**src/rtl/flash_gate_pkg.sv**
```systemverilog
package flash_gate_pkg;

  typedef enum logic [1:0] {
    SZ_BYTE = 2'd0,
    SZ_HALF = 2'd1,
    SZ_WORD = 2'd2,
    SZ_RSVD = 2'd3
  } accSize_e;

  // Strobes from the control module to the datapath for one request.
  typedef struct packed {
    logic respond;
    logic hit;
    logic allow;
    logic err;
    logic setViol;
  } gateStrobe_t;

endpackage

```
**src/rtl/flash_gate_ctrl.sv**
```systemverilog
module flash_gate_ctrl
  import flash_gate_pkg::*;
(
  input  logic        reqValid,
  input  logic        reqWrite,
  input  logic        reqDebug,
  input  logic        protectOn,
  input  logic        hit,
  input  logic        aligned,
  input  logic        inBoot,
  output gateStrobe_t strobe
);

  // Order of the checks: the window first, then alignment, then protection.
  always_comb begin
    strobe = '0;
    if (reqValid) begin
      strobe.respond = 1'b1;
      if (hit) begin
        strobe.hit = 1'b1;
        if (!aligned) begin
          strobe.err = 1'b1;
        end else if (reqWrite) begin
          if (protectOn && inBoot) begin
            strobe.err     = 1'b1;
            strobe.setViol = 1'b1;
          end else begin
            strobe.allow = 1'b1;
          end
        end else begin
          if (protectOn && reqDebug) begin
            strobe.err     = 1'b1;
            strobe.setViol = 1'b1;
          end else begin
            strobe.allow = 1'b1;
          end
        end
      end
    end
  end

endmodule

```
**src/rtl/flash_gate_dp.sv**
```systemverilog
module flash_gate_dp
  import flash_gate_pkg::*;
#(
  parameter logic [31:0] AREA_BASE   = 32'h1000_0000,
  parameter int          AREA_BYTES  = 32768,
  parameter int          BLOCK_BYTES = 512,
  localparam int AREA_AW    = $clog2(AREA_BYTES),
  localparam int BLK_OFF_W  = $clog2(BLOCK_BYTES),
  localparam int NUM_BLOCKS = AREA_BYTES / BLOCK_BYTES,
  localparam int BLK_W      = $clog2(NUM_BLOCKS),
  localparam int BOOT_W     = BLK_W + 1
) (
  input  logic              clk,
  input  logic              rstN,
  input  logic [31:0]       reqAddr,
  input  logic [1:0]        reqSize,
  input  logic              memSwap,
  input  logic [BOOT_W-1:0] bootBlocks,
  input  gateStrobe_t       strobe,
  output logic              hit,
  output logic              aligned,
  output logic              inBoot,
  output logic              rspValid,
  output logic              rspHit,
  output logic              rspAllow,
  output logic              rspErr,
  output logic [BLK_W-1:0]  rspBlock,
  output logic              violSticky
);

  localparam int UP_W = 32 - AREA_AW;
  localparam logic [UP_W-1:0]   PHYS_TAG = AREA_BASE[31:AREA_AW];
  localparam logic [BOOT_W-1:0] BOOT_MIN = BOOT_W'(1);
  localparam logic [BOOT_W-1:0] BOOT_MAX = BOOT_W'(NUM_BLOCKS - 1);

  logic [UP_W-1:0]   upper;
  logic              physHit, aliasHit;
  logic [BLK_W-1:0]  blockIdx;
  logic [BOOT_W-1:0] bootEff;
  accSize_e          sizeCode;
  logic              unusedOffset;

  assign upper        = reqAddr[31:AREA_AW];
  assign physHit      = (upper == PHYS_TAG);
  assign aliasHit     = !memSwap && (upper == '0);
  assign hit          = physHit || aliasHit;
  assign blockIdx     = reqAddr[AREA_AW-1:BLK_OFF_W];
  assign sizeCode     = accSize_e'(reqSize);
  assign unusedOffset = ^reqAddr[BLK_OFF_W-1:2];

  always_comb begin
    unique case (sizeCode)
      SZ_BYTE: aligned = 1'b1;
      SZ_HALF: aligned = !reqAddr[0];
      SZ_WORD: aligned = (reqAddr[1:0] == 2'b00);
      default: aligned = 1'b0;
    endcase
  end

  // Boundary clamp: the boot and program sections each keep at least one block.
  always_comb begin
    if (bootBlocks < BOOT_MIN)      bootEff = BOOT_MIN;
    else if (bootBlocks > BOOT_MAX) bootEff = BOOT_MAX;
    else                            bootEff = bootBlocks;
  end

  assign inBoot = ({1'b0, blockIdx} < bootEff);

  always_ff @(posedge clk or negedge rstN) begin
    if (!rstN) begin
      rspValid   <= 1'b0;
      rspHit     <= 1'b0;
      rspAllow   <= 1'b0;
      rspErr     <= 1'b0;
      rspBlock   <= '0;
      violSticky <= 1'b0;
    end else begin
      rspValid   <= strobe.respond;
      rspHit     <= strobe.hit;
      rspAllow   <= strobe.allow;
      rspErr     <= strobe.err;
      rspBlock   <= strobe.hit ? blockIdx : '0;
      violSticky <= violSticky | strobe.setViol;
    end
  end

endmodule

```
**src/rtl/flash_gate.sv**
```systemverilog
module flash_gate
  import flash_gate_pkg::*;
#(
  parameter logic [31:0] AREA_BASE   = 32'h1000_0000,
  parameter int          AREA_BYTES  = 32768,
  parameter int          BLOCK_BYTES = 512,
  localparam int NUM_BLOCKS = AREA_BYTES / BLOCK_BYTES,
  localparam int BLK_W      = $clog2(NUM_BLOCKS),
  localparam int BOOT_W     = BLK_W + 1
) (
  input  logic              clk,
  input  logic              rstN,
  input  logic              reqValid,
  input  logic [31:0]       reqAddr,
  input  logic [1:0]        reqSize,
  input  logic              reqWrite,
  input  logic              reqDebug,
  input  logic              memSwap,
  input  logic              protectOn,
  input  logic [BOOT_W-1:0] bootBlocks,
  output logic              rspValid,
  output logic              rspHit,
  output logic              rspAllow,
  output logic              rspErr,
  output logic [BLK_W-1:0]  rspBlock,
  output logic              violSticky
);

  gateStrobe_t strobe;
  logic        hit, aligned, inBoot;

  flash_gate_ctrl u_ctrl (
    .reqValid (reqValid),
    .reqWrite (reqWrite),
    .reqDebug (reqDebug),
    .protectOn(protectOn),
    .hit      (hit),
    .aligned  (aligned),
    .inBoot   (inBoot),
    .strobe   (strobe)
  );

  flash_gate_dp #(
    .AREA_BASE  (AREA_BASE),
    .AREA_BYTES (AREA_BYTES),
    .BLOCK_BYTES(BLOCK_BYTES)
  ) u_dp (
    .clk       (clk),
    .rstN      (rstN),
    .reqAddr   (reqAddr),
    .reqSize   (reqSize),
    .memSwap   (memSwap),
    .bootBlocks(bootBlocks),
    .strobe    (strobe),
    .hit       (hit),
    .aligned   (aligned),
    .inBoot    (inBoot),
    .rspValid  (rspValid),
    .rspHit    (rspHit),
    .rspAllow  (rspAllow),
    .rspErr    (rspErr),
    .rspBlock  (rspBlock),
    .violSticky(violSticky)
  );

endmodule

```
**config.mk**
```make
export PLATFORM = sky130hd
export DESIGN_NAME = flash_gate
export DESIGN_NICKNAME = d
export VERILOG_FILES = /design/src/rtl/flash_gate_pkg.sv /design/src/rtl/flash_gate_ctrl.sv /design/src/rtl/flash_gate_dp.sv /design/src/rtl/flash_gate.sv
export SDC_FILE = /design/constraint.sdc
export NUM_CORES = 1
export LEC_CHECK = 0
export ABC_AREA = 1
export BUFFER_PORTS_ARGS = -buffer_cell sky130_fd_sc_hd__clkbuf_2
export CELL_PAD_IN_SITES_DETAIL_PLACEMENT = 1
export CELL_PAD_IN_SITES_GLOBAL_PLACEMENT = 2
export CORE_UTILIZATION = 15
export DETAILED_ROUTE_END_ITERATION = 10
export GPL_TIMING_DRIVEN = 0
export PLACE_DENSITY = 0.81
export SLEW_MARGIN = 10
export SYNTH_ARGS = -nofsm -noshare
export SYNTH_HDL_FRONTEND = slang
export SYNTH_HIERARCHICAL = 1
export SYNTH_SLANG_ARGS = --single-unit
export TNS_END_PERCENT = 50
```
**constraint.sdc**
```tcl
create_clock -name clk -period 0.8 [get_ports clk]
set_input_delay 0.16 -clock clk [delete_from_list [all_inputs] [get_ports clk]]
set_output_delay 0.16 -clock clk [all_outputs]
set_load 0.01 [all_outputs]
```
* Word-level counts from Yosys, hierarchy flattened *
Cells that the tools add are included.

operators by class
  order comparisons = 3
  eq/ne operators = 3
  multiplexer cells = 14
  bitwise gates (word level) = 1
  reductions and logical operators = 9

operators with widths
  kind                  number
  $eq 17x14->1 const B  1
  $logic_not 17->1      1
  $mux 7                2
  $gt 7x6->1 const B    1
  $lt 6x7->1            1
  $lt 7x1->1 const B    1
  $mux 6                1
  $mux 1                5
  $mux 5                1
  $logic_not 2->1       2
  $mux 2                2
  $mux 4                1
  $logic_and 1x1->1     3
  $mux 3                1
  $pmux 1 s3            1
  $eq 2x1->1 const B    1
  $eq 2x2->1 const B    1
  $logic_not 1->1       2
  $logic_or 1x1->1      1
  $or 1x1->1            1

word-level totals
  register bits = 11
  input bits = 48
  output and inout port bits = 11
  word-level logic and storage cells = 36

* Logic depth before layout (Yosys ltp) *
  word-level depth = 11
  mapped depth = 11
  gate-level depth less buffers = 11

* Hierarchy *
The synthesis kept the hierarchy.

modules (own cells, without submodules)
  module           times used  cells each  area each (um2)  seq. area each (um2)
  flash_gate_dp    1           65          556.8            275.3
  flash_gate_ctrl  1           12          68.8             0.0

* Worst setup path before layout *
Ideal clock, no wire load.

  path type = input -> register
  start point = input port bootBlocks[6]
  end point = register u_dp.violSticky
  library setup time = 127 ps
  data arrival time = 1098 ps
  required time = 673 ps
  path slack = -425 ps
  stages = 8
  buffers on the path = 0
  cell sequence = nor2_1 -> ha_1 -> a21oi_1 -> o21bai_1 -> a21oi_2 -> nand3_2 -> a21oi_1 -> or2_2

RTL lines
  element               RTL line             RTL
  from (decl)           flash_gate.sv:20     input logic [BOOT_W-1:0] bootBlocks,
  to (signal assigned)  flash_gate_dp.sv:83  violSticky <= violSticky | strobe.setViol;
  to (decl)             flash_gate_dp.sv:28  output logic violSticky

==> run metrics <==
outcome complete, but fails checks; violations in the final reports negative setup slack; I/O Pins 59; vias in the first global route 793; number of vias per cell after detailed routing 3.83; Simple-Gate Fraction of Synth Area 29.0%; total non-filler cell area in the finished layout 0.00122 mm2; hold slack 0.152 ns; num rows 23; number of sinks handled by clock tree synthesis 11; die width about 67 um; share of synthesized cell area in full adder, half adder and majority cells 10.0%; Finish-stage setup viols 21; number of unique standard cell types used by synthesis 18; placeable core region 0.00400 mm2; routed length on met3 111 um; DRC violation total after the first TritonRoute iteration 5; endpoint class of the critical path flip-flop; metal1 wirelength 711 um; total via count after detailed routing 713; Clock Root Buffer sky130_fd_sc_hd__clkbuf_8; final HPWL from detailed placement 1820 um; r2r worst-path depth 1; largest net degree at the start of global routing 12; drt drc 0; area of the mapped netlist 626 um2; most common cell after layout, fill and taps aside sky130_fd_sc_hd__clkbuf_2; kind of start point of the critical path input pin; Routed Antenna Nets 0; antenna violations before repair 0; P&R area growth vs syn 95.8%; area of the die ~0.0044 mm2; total of buffers placed on input and output ports 51; time the final worst path needs with I/O delays and setup 1.15 ns; post-synthesis sequential element count 11; main combinational cell family by area after synthesis simple AND/OR/NAND/NOR gates; number of diodes added for antenna fixing 0; hold depth 2; total of max-cap violations 0; final worst path period share 143%; Initial Utilization 15.6%; clock transition time at the flip-flop clock pins of the worst setup and hold paths 0.05 ns; data required time of the worst path 0.98 ns; RD Place Congestion 0.664; syn nets 130; global routing usage summed across all routing layers 10.1%; core utilization of the finished layout 30.6%; setup repair after global routing missed its margin yes; maximum clock path buffer count 2; number of iterations in the first detailed-routing pass 2; commonest cells after routing, fill and taps aside 48 x sky130_fd_sc_hd__clkbuf_2, 11 x sky130_fd_sc_hd__dfrtp_1, 8 x sky130_fd_sc_hd__nand2_1, 7 x sky130_fd_sc_hd__inv_1; uppermost routed layer met4; Synth Warn # 6; area taken by multi-input logic gates 455 um2; number of CTS-inserted buffers 3; Final WS setup -0.348 ns; highest achievable clock rate between 800 and 900 MHz; final-layout fill cell count 495; sequential fraction of the synthesis area between 40% and 50%; average detailed-routed wire length per instance between 10 and 15 um; cell area reported after detailed placement 0.00104 mm2; wire length reported by the detailed router 1940 um; largest voltage drop on the vdd net between 0.3 and 0.4 mV; share of the synthesized area in compound gates (AO/OA/AOI/OAI) between 7 and 8%; Fin Clk Skew 0 ns; cell area power density between 1000 and 1500 mW/mm2; worst endpoint data arrival time roughly 1.3 ns; clock latency of the later-clocked register in the worst-skew pair 0.23 ns; final net count 190; final number of max-transition violations 0; transition time of the tightest slew-check pin between 0.2 and 0.3 ns; Worst Setup Path Type in -> reg; Avg Synthesized Cell Area 8.12 um2; Leak ~0.67 nW; sum of negative setup slack -2.66 ns; mux cell area share after synthesis 0%; DR WL met2 1080 um; Max H-tree Level 1; FF+latch area 275 um2; CTS tree yes; Hold WC Path Type in -> reg; maximum fanout along the worst path 6; worst rel slew slack 83.3%; leftover overflow at the end of global routing 0; post-synthesis share of cell area spent on xor and xnor gates 0%; Die Y-Extent between 60 and 70 um; wire length of the first global-routing pass 3350 um; Synth Instances 77; share of cells above drive strength 1 69.9%; Hold Vio Cnt, Final 0
per-stage QoR:
step	worst slack (ns)	total power, mW	instances
3_5_place_dp	-0.771	0.855	178
2_1_floorplan	-0.369	0.678	77
5_1_grt	-0.423	1.50	186
6_report	-0.348	1.42	186
4_1_cts	-0.351	1.42	183
3_3_place_gp	-0.744	0.838	178
where the power goes:
group	internal, mW	total [mW]	switching, mW
sequential	0.561	0.561	0.000685
combinational	0.164	0.327	0.164
clock	0.348	0.533	0.185
total	1.07	1.42	0.349
worst max-delay path, stage by stage:
cell,delay [ns]
sky130_fd_sc_hd__clkbuf_16,0.14
sky130_fd_sc_hd__nor2_4,0.11
sky130_fd_sc_hd__ha_4,0.21
sky130_fd_sc_hd__nand2_2,0.06
sky130_fd_sc_hd__inv_2,0.03
sky130_fd_sc_hd__nand2_1,0.04
sky130_fd_sc_hd__nand2_1,0.06
sky130_fd_sc_hd__a21oi_2,0.17
sky130_fd_sc_hd__nand3_2,0.11
sky130_fd_sc_hd__a21oi_2,0.12
sky130_fd_sc_hd__or2_4,0.11
path summary, 6_finish.rpt:
check	to	slack, ns	startpoint
min in group asynchronous	u_dp/rspValid	0.32	rstN
worst min-delay path	u_dp/rspValid	0.15	reqValid
worst min register to register	u_dp/violSticky	0.48	u_dp/violSticky
max in group asynchronous	u_dp/rspBlock[1]	0.27	rstN
worst max-delay path	u_dp/violSticky	-0.35	bootBlocks[6]
worst max register to register	u_dp/violSticky	0.08	u_dp/violSticky
timing repair:
| action | in CTS | in global routing |
|---|---|---|
| buffers inserted | 0 | 3 |
| hold buffers | 1 | 0 |
| hold endpoints to repair | 11 | 0 |
| pin swaps | 9 | 11 |
| gates resized for setup | 9 | 24 |
| gates cloned | 0 | 0 |
| endpoints found under the setup margin | 21 | 21 |
kinds of logic (layout without fill, tap and decap cells):
group,Yosys count,count (layout)
flip-flops,11,11
adder cells (fa/ha/maj),5,5
AND/OR/NAND/NOR,38,38
buffers and inverters,15,74
AO/OA/AOI/OAI,8,8
routing by layer:
| layer | vias up | GRT usage, % |
|---|---|---|
| li1 | 362 | - |
| met1 | 323 | 10.1 |
| met2 | 24 | 18.9 |
| met3 | 4 | 2.23 |
| met4 | 0 | 5.59 |
| met5 | - | 0 |
cells in the mapped netlist:
| master | n | share of area (%) |
|---|---|---|
| sky130_fd_sc_hd__nor4_1 | 4 | 4.0 |
| sky130_fd_sc_hd__inv_1 | 13 | 7.8 |
| sky130_fd_sc_hd__nor2_2 | 1 | 1.0 |
| sky130_fd_sc_hd__ha_1 | 5 | 10 |
| sky130_fd_sc_hd__o21ai_1 | 1 | 0.80 |
| sky130_fd_sc_hd__buf_4 | 1 | 1.2 |
| sky130_fd_sc_hd__dfrtp_1 | 11 | 44 |
| sky130_fd_sc_hd__nand3_2 | 3 | 4.8 |
| sky130_fd_sc_hd__a21oi_2 | 1 | 1.4 |
| sky130_fd_sc_hd__o21ai_0 | 1 | 0.80 |
| sky130_fd_sc_hd__or2_2 | 2 | 2.0 |
| sky130_fd_sc_hd__nand2_1 | 16 | 9.6 |
| sky130_fd_sc_hd__nor2_1 | 10 | 6.0 |
| sky130_fd_sc_hd__nor3_1 | 1 | 0.80 |
| sky130_fd_sc_hd__a21oi_1 | 4 | 3.2 |
| sky130_fd_sc_hd__inv_2 | 1 | 0.60 |
| sky130_fd_sc_hd__nand3_1 | 1 | 0.80 |
| sky130_fd_sc_hd__o21bai_1 | 1 | 1.2 |
state kept, by name, summed over array words and instances, names as in the netlist:
register and flops:
u_dp/rspAllow 1, u_dp/rspBlock 6, u_dp/rspErr 1, u_dp/rspHit 1, u_dp/rspValid 1, u_dp/violSticky 1
layout make-up:
cell class	count	area share (%)
Timing Repair Buffer	55	26.3
Sequential cell	11	22.5
Multi-Input combinational cell	51	37.2
Clock buffer	4	3.68
Tap cell	50	5.11
Buffer	1	0.613
Inverter	14	4.70
Power figures use the tool's default switching activity.
